`src/rtl/stim_route_pkg.sv`:
```
package stim_route_pkg;
    localparam int NUM_PINS = 8;
    localparam int CODE_W   = 3;
    localparam int NUM_TAPS = (1 << CODE_W) - 2;
    localparam int SEL_W    = NUM_PINS * CODE_W;
    localparam int CTL_W    = (NUM_PINS - 1) * CODE_W;
    localparam int CMD_W    = 2 + CODE_W;

    localparam logic [CODE_W-1:0] CODE_HI = CODE_W'(NUM_TAPS);
    localparam logic [CODE_W-1:0] CODE_LO = CODE_W'(NUM_TAPS + 1);

    typedef enum logic [1:0] {
        CLS_NONE = 2'd0,
        CLS_GATE = 2'd1,
        CLS_COMB = 2'd2,
        CLS_MEM  = 2'd3
    } dut_class_e;

    typedef struct packed {
        logic [CODE_W-1:0] ref_code;
        dut_class_e        cls;
    } cmd_t;

    function automatic logic [CODE_W-1:0] lvl_code(input logic b);
        return b ? CODE_HI : CODE_LO;
    endfunction

    function automatic int steps_of(input dut_class_e k);
        case (k)
            CLS_GATE: return 4;
            CLS_COMB: return 16;
            CLS_MEM:  return 8;
            default:  return 1;
        endcase
    endfunction
endpackage

```
`src/rtl/pin_selector.sv`:
```
module pin_selector
    import stim_route_pkg::*;
#(
    parameter int TAPS = NUM_TAPS,
    parameter int CW   = CODE_W
) (
    input  logic [TAPS-1:0] taps,
    input  logic            tie_hi,
    input  logic            tie_lo,
    input  logic [CW-1:0]   code,
    output logic            y
);
    localparam int SRC_N = TAPS + 2;
    logic [SRC_N-1:0] src;

    assign src = {tie_lo, tie_hi, taps};
    assign y   = src[code];
endmodule

```
`src/rtl/pattern_ctl.sv`:
```
module pattern_ctl
    import stim_route_pkg::*;
#(
    parameter dut_class_e KIND = CLS_GATE,
    parameter int OUT_W = CTL_W
) (
    input  logic             clk,
    input  logic             rst,
    input  logic             restart,
    input  logic             advance,
    output logic [OUT_W-1:0] codes_nxt
);
    localparam int STEPS = steps_of(KIND);
    localparam int CNT_W = $clog2(STEPS);

    logic [CNT_W-1:0] cnt_q, cnt_nxt;

    always_comb begin
        cnt_nxt = cnt_q;
        if (restart)
            cnt_nxt = '0;
        else if (advance)
            cnt_nxt = (cnt_q == CNT_W'(STEPS - 1)) ? '0 : cnt_q + 1'b1;
    end

    always_ff @(posedge clk) begin
        if (rst) cnt_q <= '0;
        else     cnt_q <= cnt_nxt;
    end

    generate
        if (KIND == CLS_GATE) begin : g_gate
            always_comb begin
                codes_nxt = {(OUT_W / CODE_W){CODE_LO}};
                codes_nxt[0*CODE_W +: CODE_W] = lvl_code(cnt_nxt[0]);
                codes_nxt[1*CODE_W +: CODE_W] = lvl_code(cnt_nxt[1]);
            end
        end else if (KIND == CLS_COMB) begin : g_comb
            always_comb begin
                codes_nxt = {(OUT_W / CODE_W){CODE_LO}};
                for (int k = 0; k < CNT_W; k++)
                    codes_nxt[k*CODE_W +: CODE_W] = lvl_code(cnt_nxt[k]);
            end
        end else begin : g_mem
            logic       wr_ph;
            logic [2:0] data;
            assign wr_ph = ~cnt_nxt[2];
            assign data  = {1'b0, cnt_nxt[1:0]} + 3'd1;
            always_comb begin
                codes_nxt = {(OUT_W / CODE_W){CODE_LO}};
                codes_nxt[0*CODE_W +: CODE_W] = lvl_code(wr_ph);
                codes_nxt[1*CODE_W +: CODE_W] = lvl_code(~wr_ph);
                codes_nxt[2*CODE_W +: CODE_W] = lvl_code(cnt_nxt[0]);
                codes_nxt[3*CODE_W +: CODE_W] = lvl_code(cnt_nxt[1]);
                if (wr_ph) begin
                    for (int k = 0; k < 3; k++)
                        codes_nxt[(4+k)*CODE_W +: CODE_W] = lvl_code(data[k]);
                end
            end
        end
    endgenerate
endmodule

```
`src/rtl/stim_route_matrix.sv`:
```
module stim_route_matrix
    import stim_route_pkg::*;
(
    input  logic                clk,
    input  logic                rst,
    input  logic                step_en,
    input  logic [CMD_W-1:0]    cmd_in,
    input  logic [NUM_TAPS-1:0] taps,
    input  logic                tie_hi,
    input  logic                tie_lo,
    output logic [NUM_PINS-1:0] pin_out,
    output logic [SEL_W-1:0]    sel_word
);
    cmd_t             cmd_new, cmd_q;
    logic             restart;
    logic [3:0]       adv;
    logic [CTL_W-1:0] ctl_codes [4];
    logic [SEL_W-1:0] sel_nxt, sel_q;

    assign cmd_new = cmd_t'(cmd_in);
    assign restart = (cmd_in != CMD_W'(cmd_q));
    assign ctl_codes[0] = {(NUM_PINS - 1){CODE_LO}};
    assign adv[0] = 1'b0;

    for (genvar c = 1; c < 4; c++) begin : g_ctl
        assign adv[c] = step_en && !restart && (cmd_q.cls == dut_class_e'(c));
        pattern_ctl #(.KIND(dut_class_e'(c)), .OUT_W(CTL_W)) u_ctl (
            .clk       (clk),
            .rst       (rst),
            .restart   (restart),
            .advance   (adv[c]),
            .codes_nxt (ctl_codes[c])
        );
    end

    always_comb begin
        if (cmd_new.cls == CLS_NONE)
            sel_nxt = {NUM_PINS{CODE_LO}};
        else
            sel_nxt = {cmd_new.ref_code, ctl_codes[cmd_new.cls]};
    end

    always_ff @(posedge clk) begin
        if (rst) begin
            cmd_q <= '0;
            sel_q <= {NUM_PINS{CODE_LO}};
        end else begin
            cmd_q <= cmd_new;
            sel_q <= sel_nxt;
        end
    end

    assign sel_word = sel_q;

    for (genvar k = 0; k < NUM_PINS; k++) begin : g_pin
        pin_selector #(.TAPS(NUM_TAPS), .CW(CODE_W)) u_sel (
            .taps   (taps),
            .tie_hi (tie_hi),
            .tie_lo (tie_lo),
            .code   (sel_q[k*CODE_W +: CODE_W]),
            .y      (pin_out[k])
        );
    end
endmodule

```
`config.mk`:
```
export PLATFORM = sky130hd
export DESIGN_NAME = stim_route_matrix
export DESIGN_NICKNAME = d
export VERILOG_FILES = /design/src/rtl/stim_route_pkg.sv /design/src/rtl/pin_selector.sv /design/src/rtl/pattern_ctl.sv /design/src/rtl/stim_route_matrix.sv
export SDC_FILE = /design/constraint.sdc
export NUM_CORES = 1
export LEC_CHECK = 0
export CAP_MARGIN = 20
export CORE_MARGIN = 10
export CORE_UTILIZATION = 44
export DETAILED_ROUTE_END_ITERATION = 7
export PLACE_DENSITY = 0.79
export SLEW_MARGIN = 20
export SYNTH_ARGS = -nofsm -noshare
export SYNTH_HDL_FRONTEND = slang
export SYNTH_SLANG_ARGS = --single-unit
```
`constraint.sdc`:
```
create_clock -name clk -period 1.7 [get_ports clk]
set_input_delay 0.34 -clock clk [delete_from_list [all_inputs] [get_ports clk]]
set_output_delay 0.34 -clock clk [all_outputs]
set_load 0.1 [all_outputs]
```
==> flow_metrics.py <==
metrics = {
    "logic_synthesis": {
        "ys_ff_latch": 24,
        "yosys_warnings": 0,
        "synthFlopType": "dfxtp_1",
        "syn_avg_cell_area_um2": 9.65,
        "synth_most_common_cell": "dfxtp_1",
        "yosys.area.top_type_share_pct": 36.1,
        "synth_top_cells_by_area": "dfxtp_1 (36%), buf_4 (12%), mux2_2 (7.6%)",
        "synth_area_um2": 1330,
        "yosys-top-cells-count": "dfxtp_1 (24), buf_4 (22), nor2_1 (12)",
        "seq_area_frac_synth_pct": 36.1,
        "async_reset_ff_share_pct": 0,
        "synth_edf_count": 0,
        "synth_cell_types": 35,
        "post-synth-top-area-cell": "dfxtp_1",
        "number_of_cells_produced_by_synthesis": 138,
    },
    "final_layout": {
        "finalCoreUtilization_pct": 69.1,
        "antenna-diode-count": 0,
        "finalNetCount": 204,
        "finalNonFillerCells": 213,
        "final_layout_size_suffix_gt1_share_pct": 37.9,
        "filler_cell_count": 215,
        "layout-area-overhead-vs-synth_pct": 46.9,
    },
    "cts": {
        "root_buffer": "clkbuf_4",
        "clkLatencyLatePin_ns": 0.32,
        "clock_tree_from_tritoncts": "built",
        "cts_max_path_buffers": 2,
        "cts-hold-fix-buffers": 0,
        "cts.sink_count": 24,
        "cts_max_level": 1,
        "total_cts_buffers": 3,
        "clkSlewWorstSetupHoldPaths_ns": 0.13,
    },
    "min_path": {
        "hold_path_startpoint": "g_ctl[1].u_ctl.cnt_q[1]$_SDFF_PP0_",
        "min_path_cells": 2,
        "hold_class": "reg2reg",
        "hold-path-endpoint": "g_ctl[1].u_ctl.cnt_q[1]$_SDFF_PP0_",
    },
    "critical_path": {
        "sort_of_element_at_the_start_of_the_critical_path": "register",
        "worst_ep_arrival_ns": 1.67,
        "worstSetupPathType": "reg2out",
        "critical_path_peak_fanout": 3,
        "critical_path_required_ns": 1.36,
        "kind_of_capture_point_of_the_worst_setup_path": "output pin",
        "rr_worst_depth": 5,
        "rrSetupSlack_ns": 0.13,
        "worstReg2RegEnd": "sel_word[12]$_SDFF_PP1_",
        "reg2reg_from": "g_ctl[3].u_ctl.cnt_q[0]$_SDFF_PP0_",
    },
    "route": {
        "drtAntennaViolNets": 0,
        "first_pass_iters": 4,
        "drt-wirelength-per-cell_um": 14.8,
        "via_count": 1090,
        "post-route-drc-count": 0,
        "wl_um": 3160,
        "avgViaCountPerCell": 5.12,
        "drt_iter0_markers": 27,
    },
    "global_routing": {
        "grt_max_degree": 15,
        "first_pass_grt_wire_length_um": 5040,
        "number_of_global_route_vias_before_repair": 1090,
        "grt_overflow_total": 0,
        "grt_use_total_pct": 11.3,
        "grt_antenna_before_repair": 0,
    },
    "die": {
        "rows": 19,
        "dieArea_um2": 5630,
        "io_pins": 48,
        "start_util_pct": 47.1,
        "dieWidth_um": 75.0,
        "floorplan.core_area_um2": 2830,
        "fp.dieH_um": 75.0,
    },
    "status": {
        "status": "finished, violations left",
        "violations": "setup timing",
    },
    "flow_run": {
        "maxCapViolCount": 0,
    },
    "power": {
        "leakagePower_uw": 0.000888,
        "p_per_area_nw_per_um2": 778,
        "peakVddDrop_mv": 0.524,
    },
    "timing": {
        "grt_setup_unrepaired": "true",
        "timing.final.hold_violations": 0,
        "finalCritPeriodShare_pct": 118,
        "final.setup.worst_slack_ns": -0.310,
        "final.setup_skew_ns": 0.0123,
        "post-route-min-period_ns": 2.01,
        "max_clock_freq_ghz": 0.498,
        "setup-violations-final": 1,
        "maxSlewViolCount": 0,
        "setup_total_neg_slack_ns": -0.310,
    },
    "placed_design": {
        "gp_congestion": 0.925,
        "port_buffers": 33,
        "placed_cells": 208,
        "detailedPlace.worstSlack_ns": -0.365,
        "detailed_place_hpwl_um": 2710,
    },
}
## area by class of cell
| type | instances | area (µm²) | share of cell area [%] |
|---|---|---|---|
| multi-input cells | 99 | 713 | 36.5 |
| repair buffers | 51 | 642 | 32.8 |
| flip-flops and latches | 24 | 494 | 25.3 |
| well taps | 31 | 38.8 | 1.98 |
| clock inverters | 1 | 30.0 | 1.54 |
| clock buffers | 3 | 22.5 | 1.15 |
| inverters | 4 | 15.0 | 0.768 |
## registers in the layout, summed over array words and instances (netlist names)
register,flops
sel_word,10
cmd_q,5
g_ctl.u_ctl.cnt_q,9
## cell usage in the layout, fill, tap and decap left out, drive strengths merged, types with 2 or more instances in the layout
cell type      synthesis  final
clkbuf                 0      3
mux2                   9      9
a31oi                  2      2
mux4                   2      2
buf                   24     36
dfxtp                 24     24
nand4b                 2      2
inv                    4      4
ha                     5      5
o211ai                 2      2
a21oi                  3      3
clkdlybuf4s50          0     12
or2                    3      3
nor2                  13     13
nand3                  2      2
dlygate4sd2            0      3
xor2                   6      6
nand2                 11     11
mux2i                  5      5
conb                   1     14
nor3                   3      3
nor2b                  5      5
## critical path, cell delays in order, from the launching register on
cell	delay, ns
dfxtp_4	0.39
mux4_2	0.49
mux2_4	0.30
buf_12	0.17
## worst max path at each step
stage / from / end / slack [ns] / cells after the start
3_3_place_gp: tie_lo / pin_out[7] / -0.35 / 4
6_report: sel_word[21]$_SDFF_PP1_ / pin_out[7] / -0.31 / 3
3_5_place_dp: tie_hi / pin_out[7] / -0.37 / 4
2_1_floorplan: sel_word[23]$_SDFF_PP1_ / pin_out[7] / -0.21 / 2
4_1_cts: sel_word[21]$_SDFF_PP1_ / pin_out[7] / -0.32 / 3
5_1_grt: sel_word[21]$_SDFF_PP1_ / pin_out[7] / -0.36 / 3
## per-layer routing
layer	track usage, %	part of all wire (%)
met3	3.29	11
met4	5.25	1.8
met2	20.0	49
met1	12.1	39
met5	0	0
## logic make-up after synthesis
group	count (synthesis)	share of synthesized area [%]
other cells	1	0.282
fa+ha+maj	5	4.70
buf+inv	28	14.8
simple gates	44	18.2
mux	16	14.8
flops	24	36.1
compound gates	14	7.24
xor+xnor	6	3.95
## metrics by stage
step	power [µW]	hold slack, ns	instance area, µm²
final	1520	0.560	1960
after global routing	1570	0.621	1960
after CTS	1530	0.574	1950
after detailed placement	1120	0.542	1890
after global placement	1120	0.512	1890
after floorplan	995	0.412	1390
## power breakdown
group          internal, µW  total (µW)  switching (µW)
Sequential              576         590            14.4
Clock                   239         407             169
Combinational           164         523             360
## repair_timing
item                                    in CTS  in global routing
gates resized for setup                      4                  1
endpoints found under the setup margin       8                  5
buffers inserted                             1                  0
gates cloned                                 0                  0
Power figures use the tool's default switching activity.
